`src/rtl/pmu_pkg.sv`:
```
`timescale 1ns/1ps
package pmu_pkg;
    localparam int ADDR_W    = 2;
    localparam logic [ADDR_W-1:0] ADDR_CTRL = 2'd0;
    localparam logic [ADDR_W-1:0] ADDR_CNT  = 2'd1;
    localparam logic [ADDR_W-1:0] ADDR_STAT = 2'd2;

    localparam int IE_BIT  = 0;
    localparam int SUP_BIT = 1;
    localparam int USR_BIT = 2;
    localparam int HYP_BIT = 3;
    localparam int CTX_W   = 4;

    localparam int NUM_LANES = 2;
    localparam int LANE_LO   = 0;
    localparam int LANE_HI   = 1;

    typedef enum logic [1:0] {
        PRIV_USER = 2'b00,
        PRIV_SUP  = 2'b01,
        PRIV_HYP  = 2'b10,
        PRIV_NONE = 2'b11
    } priv_e;

    typedef enum logic {
        FLAG_CLEAR = 1'b0,
        FLAG_SET   = 1'b1
    } flag_state_e;
endpackage

```
`src/rtl/pmu_ctx_gate.sv`:
```
`timescale 1ns/1ps
module pmu_ctx_gate
    import pmu_pkg::*;
(
    input  logic [1:0] priv_lvl,
    input  logic       en_user,
    input  logic       en_sup,
    input  logic       en_hyp,
    output logic       ctx_ok
);
    priv_e cur_priv;
    assign cur_priv = priv_e'(priv_lvl);

    always_comb begin
        unique case (cur_priv)
            PRIV_USER: ctx_ok = en_user;
            PRIV_SUP:  ctx_ok = en_sup;
            PRIV_HYP:  ctx_ok = en_hyp;
            PRIV_NONE: ctx_ok = 1'b0;
        endcase
    end
endmodule

```
`src/rtl/pmu_event_sel.sv`:
```
`timescale 1ns/1ps
module pmu_event_sel #(
    parameter int               NUM_EVENTS = 16,
    parameter int               SEL_W      = 6,
    parameter logic [SEL_W-1:0] PARK_CODE  = '0
) (
    input  logic [SEL_W-1:0]      code,
    input  logic [NUM_EVENTS-1:0] event_in,
    output logic                  hit
);
    localparam int CODE_SPAN = 1 << SEL_W;
    localparam int SPAN = (NUM_EVENTS < CODE_SPAN) ? NUM_EVENTS : CODE_SPAN;

    always_comb begin
        hit = 1'b0;
        for (int k = 0; k < SPAN; k++) begin
            if (code == SEL_W'(k)) begin
                hit = event_in[k];
            end
        end
        if (code == PARK_CODE) begin
            hit = 1'b0;
        end
    end
endmodule

```
`src/rtl/pmu_counter.sv`:
```
`timescale 1ns/1ps
module pmu_counter #(
    parameter int CNT_W = 32
) (
    input  logic             clk,
    input  logic             rst_n,
    input  logic             load,
    input  logic [CNT_W-1:0] load_val,
    input  logic             inc,
    output logic [CNT_W-1:0] cnt_q,
    output logic             wrap
);
    logic at_top;
    assign at_top = &cnt_q;
    assign wrap   = inc & ~load & at_top;

    always_ff @(posedge clk or negedge rst_n) begin
        if (!rst_n) begin
            cnt_q <= '0;
        end else if (load) begin
            cnt_q <= load_val;
        end else if (inc) begin
            cnt_q <= cnt_q + 1'b1;
        end
    end
endmodule

```
`src/rtl/pmu_flag.sv`:
```
`timescale 1ns/1ps
module pmu_flag
    import pmu_pkg::*;
(
    input  logic clk,
    input  logic rst_n,
    input  logic set,
    input  logic clr,
    output logic flag
);
    flag_state_e state_q, state_d;

    always_ff @(posedge clk or negedge rst_n) begin
        if (!rst_n) begin
            state_q <= FLAG_CLEAR;
        end else begin
            state_q <= state_d;
        end
    end

    always_comb begin
        state_d = state_q;
        unique case (state_q)
            FLAG_CLEAR: if (set)         state_d = FLAG_SET;
            FLAG_SET:   if (clr && !set) state_d = FLAG_CLEAR;
        endcase
    end

    always_comb begin
        flag = (state_q == FLAG_SET);
    end
endmodule

```
`src/rtl/pmu_dual_counter.sv`:
```
`timescale 1ns/1ps
module pmu_dual_counter
    import pmu_pkg::*;
#(
    parameter int               NUM_EVENTS = 16,
    parameter int               CNT_W      = 32,
    parameter int               SEL_W      = 6,
    parameter int               LO_SHIFT   = 4,
    parameter int               HI_SHIFT   = 11,
    parameter logic [SEL_W-1:0] LO_PARK    = 6'h14,
    parameter logic [SEL_W-1:0] HI_PARK    = 6'h1C
) (
    input  logic                  clk,
    input  logic                  rst_n,
    input  logic [1:0]            priv_lvl,
    input  logic [NUM_EVENTS-1:0] event_in,
    input  logic                  reg_wr,
    input  logic [ADDR_W-1:0]     reg_addr,
    input  logic [2*CNT_W-1:0]    reg_wdata,
    output logic [2*CNT_W-1:0]    reg_rdata,
    output logic                  ovf_irq
);
    localparam int REG_W = NUM_LANES * CNT_W;
    localparam logic [REG_W-1:0] SEL_ONES = {{(REG_W-SEL_W){1'b0}}, {SEL_W{1'b1}}};
    localparam logic [REG_W-1:0] CTX_ONES = {{(REG_W-CTX_W){1'b0}}, {CTX_W{1'b1}}};
    localparam logic [REG_W-1:0] CTRL_MASK =
        (SEL_ONES << LO_SHIFT) | (SEL_ONES << HI_SHIFT) | CTX_ONES;

    logic [REG_W-1:0]     ctrl_q;
    logic                 wr_ctrl, wr_cnt, wr_stat;
    logic                 ctx_ok;
    logic [NUM_LANES-1:0] lane_hit, lane_wrap, lane_flag;
    logic [REG_W-1:0]     cnt_packed;

    assign wr_ctrl = reg_wr && (reg_addr == ADDR_CTRL);
    assign wr_cnt  = reg_wr && (reg_addr == ADDR_CNT);
    assign wr_stat = reg_wr && (reg_addr == ADDR_STAT);

    always_ff @(posedge clk or negedge rst_n) begin
        if (!rst_n) begin
            ctrl_q <= '0;
        end else if (wr_ctrl) begin
            ctrl_q <= reg_wdata & CTRL_MASK;
        end
    end

    pmu_ctx_gate u_ctx (
        .priv_lvl (priv_lvl),
        .en_user  (ctrl_q[USR_BIT]),
        .en_sup   (ctrl_q[SUP_BIT]),
        .en_hyp   (ctrl_q[HYP_BIT]),
        .ctx_ok   (ctx_ok)
    );

    for (genvar i = 0; i < NUM_LANES; i++) begin : g_lane
        localparam int SHIFT = (i == LANE_HI) ? HI_SHIFT : LO_SHIFT;
        localparam logic [SEL_W-1:0] PARK = (i == LANE_HI) ? HI_PARK : LO_PARK;

        logic [SEL_W-1:0] code;
        logic [CNT_W-1:0] cnt;
        assign code = ctrl_q[SHIFT +: SEL_W];

        pmu_event_sel #(
            .NUM_EVENTS (NUM_EVENTS),
            .SEL_W      (SEL_W),
            .PARK_CODE  (PARK)
        ) u_sel (
            .code     (code),
            .event_in (event_in),
            .hit      (lane_hit[i])
        );

        pmu_counter #(.CNT_W(CNT_W)) u_cnt (
            .clk      (clk),
            .rst_n    (rst_n),
            .load     (wr_cnt),
            .load_val (reg_wdata[i*CNT_W +: CNT_W]),
            .inc      (lane_hit[i] & ctx_ok),
            .cnt_q    (cnt),
            .wrap     (lane_wrap[i])
        );

        pmu_flag u_flag (
            .clk   (clk),
            .rst_n (rst_n),
            .set   (lane_wrap[i]),
            .clr   (wr_stat & reg_wdata[i]),
            .flag  (lane_flag[i])
        );

        assign cnt_packed[i*CNT_W +: CNT_W] = cnt;
    end

    always_comb begin
        case (reg_addr)
            ADDR_CTRL: reg_rdata = ctrl_q;
            ADDR_CNT:  reg_rdata = cnt_packed;
            ADDR_STAT: reg_rdata = {{(REG_W-NUM_LANES){1'b0}}, lane_flag};
            default:   reg_rdata = '0;
        endcase
    end

    assign ovf_irq = ctrl_q[IE_BIT] & (|lane_flag);
endmodule

```
`config.mk`:
```
export PLATFORM = sky130hd
export DESIGN_NAME = pmu_dual_counter
export DESIGN_NICKNAME = d
export VERILOG_FILES = /design/src/rtl/pmu_pkg.sv /design/src/rtl/pmu_ctx_gate.sv /design/src/rtl/pmu_event_sel.sv /design/src/rtl/pmu_counter.sv /design/src/rtl/pmu_flag.sv /design/src/rtl/pmu_dual_counter.sv
export SDC_FILE = /design/constraint.sdc
export NUM_CORES = 1
export LEC_CHECK = 0
export BUFFER_PORTS_ARGS = -buffer_cell sky130_fd_sc_hd__buf_2
export CAP_MARGIN = 20
export CORE_AREA = 2 2 147 77
export DETAILED_ROUTE_END_ITERATION = 8
export DIE_AREA = 0 0 149 79
export GPL_TIMING_DRIVEN = 0
export PLACE_DENSITY_LB_ADDON = 0.2
export SETUP_SLACK_MARGIN = 0.02
export SLEW_MARGIN = 20
export SYNTH_ARGS = -nofsm -noshare
export SYNTH_HDL_FRONTEND = slang
export SYNTH_SLANG_ARGS = --single-unit
```
`constraint.sdc`:
```
create_clock -name clk -period 3.2 [get_ports clk]
set_input_delay 0.8 -clock clk [delete_from_list [all_inputs] [get_ports clk]]
set_output_delay 0.8 -clock clk [all_outputs]
set_load 0.03 [all_outputs]
```
==> flow_summary.yaml, run 1 <==
critical_path:
  arrival_ns: 2.25
  crit_required_ns: 2.40
  crit_fanout: 10
  slowest_stage: "clkbuf_1"
  criticalPathCategory: "input pin to primary output"
  critPathMaxStageDelay_ns: 0.48
  crit_path_end_kind: "primary output"
  crit_chain: "clkbuf_2 -> nor2b_4 -> clkbuf_1 -> and2_1 -> buf_2"
  start_kind: "input pin"
clocking:
  clk_latency_ns: 0.34
  cts_buffers: 9
  cts_max_level: 3
  cts_tree: "done"
  cts.clk_slew.worst_paths_ns: 0.07
  clock_sinks: 82
  clockRootBuffer: "clkbuf_16"
  clockBufferDepth: 2
  cts_setup_buffers: 0
synth:
  synth_cell_types: 60
  synth_edf_count: 0
  synth_flop_cell: "dfrtp_1"
  async_flop_share_pct: 100
  synth_cells: 634
  ys_warn_count: 0
  synth_area_per_cell_um2: 8.58
  syn_area_mm2: 0.00544
  synth_fp_nets: 723
  seq_area_frac_synth_pct: 37.7
  ys_ff_latch: 82
route:
  wire_per_inst_um: 18.6
  vias: 5541
  routed_wl_um: 17600
  drt_first_pass_iters: 5
  drc_errors: 0
  antenna_left: 0
  vias_per_cell: 5.86
  drtIter0Drc: 670
timing:
  clock_skew_ns: 0.00734
  setup_viol_count_final: 0
  max_slew_margin_pct: 36.4
  fmax_mhz: 328
  period_minus_slack_ns: 3.05
  worst_pin_slew_ns: 0.951
  finalHoldViolations: 0
  maxSlewViolCount: 0
  rsz0062_at_grt: "false"
  min_period_over_period_pct: 95.2
  fin_tns_setup_ns: 0
floorplan:
  num_rows: 27
  fp.dieArea_mm2: 0.0118
  ios: 152
  initial_core_util_pct: 51.3
  core_area_mm2: 0.0106
  die_x_um: 149
  die_h_um: 79
global_route:
  gr-total-overflow: 0
  grt_usage_pct: 30.5
  grt_max_degree: 55
  grt_pass1_vias: 4932
  grt_antenna_before_repair: 0
  grt_first_pass_wirelength_um: 27100
cells_and_area:
  drive_above_1_share_pct: 26.6
  layout.nets: 885
  diodes: 0
  fin_area_mm2: 0.00674
  syn2layout_area_growth_pct: 24.0
  layout_commonest_cell: "buf_2"
  fin_util_pct: 63.6
  layout_common_cells: "buf_2, dfrtp_1, nand2_1, nor2_1, and2_1"
power:
  irDropWorstVdd_mv: 0.321
  p_per_area_mw_per_mm2: 553
  p_leak_nw: 3.00
hold_path:
  hold_class: "input pin to async pin"
place:
  globalplace.congestion: 0.930
  place_area_mm2: 0.00640
  portBuffers: 150
  dp_hpwl_um: 13600
outcome:
  run_status: "complete, no violations"
flow_run:
  cap_viol_max_count: 0
==> through the flow <==
step / cells / hold slack, ns / power (W) / setup slack [ns]
final: 946 / 0.392 / 0.00373 / 0.153
after floorplan: 634 / 0.469 / 0.00218 / 0.201
after global routing: 946 / 0.409 / 0.00391 / 0.0579
after detailed placement: 930 / 0.500 / 0.00256 / -0.496
after global placement: 929 / 0.499 / 0.00253 / -0.473
after CTS: 946 / 0.398 / 0.00371 / 0.0415
==> cell families (layout without fill, tap and decap cells) <==
logic type / Yosys count / after routing / share of synthesized area [%]
flip-flops: 82 / 82 / 37.7
AO/OA/AOI/OAI: 112 / 112 / 12.9
XOR/XNOR: 40 / 40 / 6.44
multiplexers: 41 / 41 / 8.61
buffers and inverters: 51 / 218 / 3.98
AND/OR/NAND/NOR: 306 / 306 / 29.8
adder cells (fa/ha/maj): 2 / 2 / 0.460
==> final timing paths <==
check / endpoint / slack, ns / startpoint / depth (start not counted)
max: reg_rdata[28] / 0.15 / reg_addr[0] / 5
min: g_lane[1].u_cnt.cnt_q[9] / 0.39 / rst_n / 1
max reg2reg: g_lane[1].u_cnt.cnt_q[14] / 0.41 / ctrl_q[12] / 7
min reg2reg: ctrl_q[2] / 0.54 / ctrl_q[2] / 1
max in group asynchronous: g_lane[1].u_cnt.cnt_q[21] / 2.19 / rst_n / 2
min in group clk: ctrl_q[2] / 0.54 / ctrl_q[2] / 1
==> critical path, delay by kind of cell <==
family	cells	cell delay (ns)
AND/OR/NAND/NOR	2	0.49
buffers and inverters	3	0.95
==> layout make-up <==
| cell class | count | area (um^2) |
|---|---|---|
| Tap cell | 145 | 181 |
| Sequential cell | 82 | 2050 |
| Multi-Input combinational cell | 501 | 3180 |
| Timing Repair Buffer | 151 | 781 |
| Clock inverter | 7 | 101 |
| Inverter | 14 | 52.6 |
| Buffer | 37 | 171 |
| Clock buffer | 9 | 225 |
| Fill cell | 990 | 3870 |
==> sequential cells by signal, indices dropped and copies added, names as in the netlist <==
register            cells
ctrl_q                 16
g_lane.u_cnt.cnt_q     64
g_lane.u_flag.flag      2
==> metal layers <==
layer,share of wire (%),wire (um),vias to the layer above,GRT usage [%]
met4,0.60,106,0,4.76
met3,12,2180,11,8.16
met1,49,8680,2626,51.5
met5,0,0,-,0
li1,-,-,2569,-
met2,38,6660,335,37.6
==> synthesized netlist by cell type (2+ instances only) <==
library cell  instances  area (um^2)
nand3_2               2         20.0
nand4_1              17          106
mux2_1                3         33.8
mux2i_1              22          220
buf_2                 8         40.0
a31oi_1              19          119
inv_1                14         52.6
and4_1                6         52.6
dfrtp_1              82         2050
xor2_1               14          123
nor3_1               12         60.1
mux2_2               13          146
a21oi_1              14         70.1
o31ai_1              12         90.1
o21a_1                2         15.0
and3_1               13         81.3
clkbuf_1             26         97.6
o21ai_1               2         10.0
o21ai_0              47          235
nand2_2               2         12.5
o22ai_1               4         25.0
xnor2_1              26          228
nor2b_1               6         37.5
nor2_1               65          244
nand2b_1              3         18.8
buf_4                 2         15.0
or3_1                12         75.1
ha_1                  2         25.0
nand3_1              22          110
nand2_1              70          263
or4b_1                2         20.0
mux4_2                3         67.6
and2_1               50          313
or4_1                11         82.6
==> repair_timing <==
action,4_1_cts,5_1_grt
pin swaps,0,0
resized for setup,5,5
setup endpoints to repair,53,31
hold buffers,0,0
==> power breakdown <==
group | switching [W] | leakage (nW) | internal, W | total (W)
Combinational | 0.000653 | 1.88 | 0.000439 | 0.00109
Sequential | 0.000255 | 0.966 | 0.00123 | 0.00149
Clock | 0.000455 | 0.158 | 0.000692 | 0.00115
(Power assumes the default switching activity.)
==> run 2: changes to the inputs <==
--- a/config.mk
+++ b/config.mk
@@ -7,9 +7,11 @@
 export LEC_CHECK = 0
 export BUFFER_PORTS_ARGS = -buffer_cell sky130_fd_sc_hd__buf_2
 export CAP_MARGIN = 20
-export CORE_AREA = 2 2 147 77
+export CELL_PAD_IN_SITES_DETAIL_PLACEMENT = 0
+export CELL_PAD_IN_SITES_GLOBAL_PLACEMENT = 1
+export CORE_AREA = 2 2 170 89
 export DETAILED_ROUTE_END_ITERATION = 8
-export DIE_AREA = 0 0 149 79
+export DIE_AREA = 0 0 172 91
 export GPL_TIMING_DRIVEN = 0
 export PLACE_DENSITY_LB_ADDON = 0.2
 export SETUP_SLACK_MARGIN = 0.02
==> flow_summary.yaml, run 2 (synthesized netlist as in run 1, its figures left out) <==
critical_path:
  cp_common_cell: "buf_2"
  crit_chain: "buf_2 -> nor2b_2 -> clkbuf_2 -> clkbuf_4 -> and2_1 -> buf_2"
  reg2reg_to: "g_lane[1].u_cnt.cnt_q[20]"
  rr_worst_depth: 9
  r2r_slack_ns: 0.46
  crit_path_end_kind: "primary output"
  critPathMaxStageDelay_ns: 0.29
  slowest_stage: "buf_2"
  crit_required_ns: 2.40
  crit_start: "reg_addr[0]"
  criticalPathCategory: "input pin to primary output"
  path_buf_inv: 4
  reg2reg_from: "ctrl_q[13]"
  crit_fanout: 10
  arrival_ns: 2.29
  start_kind: "input pin"
  crit_family: "buffers and inverters"
floorplan:
  core_area_mm2: 0.0141
  initial_core_util_pct: 38.5
  die_h_um: 91
  num_rows: 31
  fp.dieArea_mm2: 0.0157
  ios: 152
  die_x_um: 172
timing:
  worst_pin_slew_ns: 0.704
  period_minus_slack_ns: 3.09
  maxSlewViolCount: 0
  max_slew_margin_pct: 53.0
  timing.hold.ws_ns: 0.410
  clock_skew_ns: 0.00646
  fmax_mhz: 323
  min_period_over_period_pct: 96.7
  rsz0062_at_grt: "true"
  setup_viol_count_final: 0
  finalHoldViolations: 0
clocking:
  cts_buffers: 9
  clk_latency_ns: 0.34
  clock_sinks: 82
  cts_tree: "done"
  cts_setup_buffers: 0
  clockRootBuffer: "clkbuf_16"
  clockBufferDepth: 2
  cts_max_level: 3
  cts.clk_slew.worst_paths_ns: 0.06
place:
  portBuffers: 150
  globalplace.congestion: 0.951
  dp.cells: 984
  dp_hpwl_um: 15000
global_route:
  top_usage_layer: "met1"
  grt_usage_pct: 24.6
  grt_use_met2_pct: 29.6
  grt_antenna_before_repair: 0
  grt_pass1_vias: 4974
  gr-usage-met3_pct: 6.41
  gr-total-overflow: 0
  grt_max_degree: 52
  grt_first_pass_wirelength_um: 28900
  use_met1_pct: 42.5
cells_and_area:
  fin_util_pct: 48.3
  layoutNonFillerInstCount: 1000
  layout_common_cells: "buf_2, dfrtp_1, nand2_1, nor2_1, and2_1"
  syn2layout_area_growth_pct: 25.5
  layout.nets: 886
  layout_commonest_cell: "buf_2"
  drive_above_1_share_pct: 26.4
  largest_reg_flops: 64
  top_register: "g_lane.u_cnt.cnt_q"
  diodes: 0
power:
  p_leak_nw: 3.00
  irDropWorstVdd_mv: 0.293
  p_sw_share_pct: 35.8
  intPower_w: 0.00243
  p_clk_share_pct: 32.0
  p_switching_w: 0.00136
  seqPwrFrac_pct: 39.1
  p_comb_share_pct: 28.9
  p_per_area_mw_per_mm2: 555
  power_w: 0.00379
route:
  antenna_left: 0
  vias_per_cell: 5.44
  routed_wl_um: 19200
  wire_per_inst_um: 19.2
  vias: 5437
  drtIter0Drc: 454
  drt_first_pass_iters: 5
  drc_errors: 0
outcome:
  run_status: "complete, no violations"
flow_run:
  cap_viol_max_count: 0
hold_path:
  hold_class: "input pin to async pin"
==> run 2: cell types whose count changed in the layout (fill, tap and decap cells not counted), sizes merged <==
cell    before  now
clkbuf      34   36
bufinv       2    3
inv         16   14
clkinv       2    1
buf        163  164
==> run 2: final cells by class <==
cell class / count / area [um^2]
Fill cell: 1476 / 7290
Multi-Input combinational cell: 501 / 3170
Sequential cell: 82 / 2050
Timing Repair Buffer: 152 / 788
Tap cell: 198 / 248
Clock buffer: 11 / 233
Buffer: 37 / 176
Clock inverter: 5 / 103
Inverter: 14 / 52.6
==> run 2: worst max-delay path by stage <==
stage / endpoint / slack (ns) / cells past startpoint
3_5_place_dp: reg_rdata[20] / -0.68 / 6
6_report: reg_rdata[62] / 0.11 / 6
3_3_place_gp: reg_rdata[58] / -0.68 / 6
2_1_floorplan: reg_rdata[11] / 0.20 / 4
5_1_grt: reg_rdata[61] / 0.02 / 5
4_1_cts: reg_rdata[4] / 0.04 / 5
==> run 2: power by group through the flow <==
stage	clock network, W	registers (W)	logic, W
2_1_floorplan	0	0.00141	0.000764
3_3_place_gp	0	0.00148	0.00106
3_5_place_dp	0	0.00149	0.00108
4_1_cts	0.00122	0.00147	0.00109
5_1_grt	0.00126	0.00151	0.00119
6_report	0.00121	0.00148	0.00109
==> run 2: routing by layer <==
| metal | up-vias | wire length (um) | part of all wire [%] |
|---|---|---|---|
| met4 | 0 | 82 | 0.43 |
| met5 | - | 0 | 0 |
| met1 | 2620 | 10300 | 54 |
| met2 | 232 | 6930 | 36 |
| met3 | 11 | 1860 | 9.7 |
| li1 | 2574 | - | - |
==> run 2: what timing repair did <==
item                                    CTS  global route
hold buffers                              0             0
resized for setup                         6             8
endpoints found under the setup margin   58            33
==> run 2: per-stage QoR <==
step | setup WS (ns) | cell area [um^2] | TNS [ns]
CTS | 0.0368 | 6820 | 0
finish | 0.107 | 6820 | 0
floorplan | 0.201 | 5440 | 0
detailed placement | -0.678 | 6470 | -20.27
global route | 0.0196 | 6820 | 0
global placement | -0.678 | 6440 | -21.44
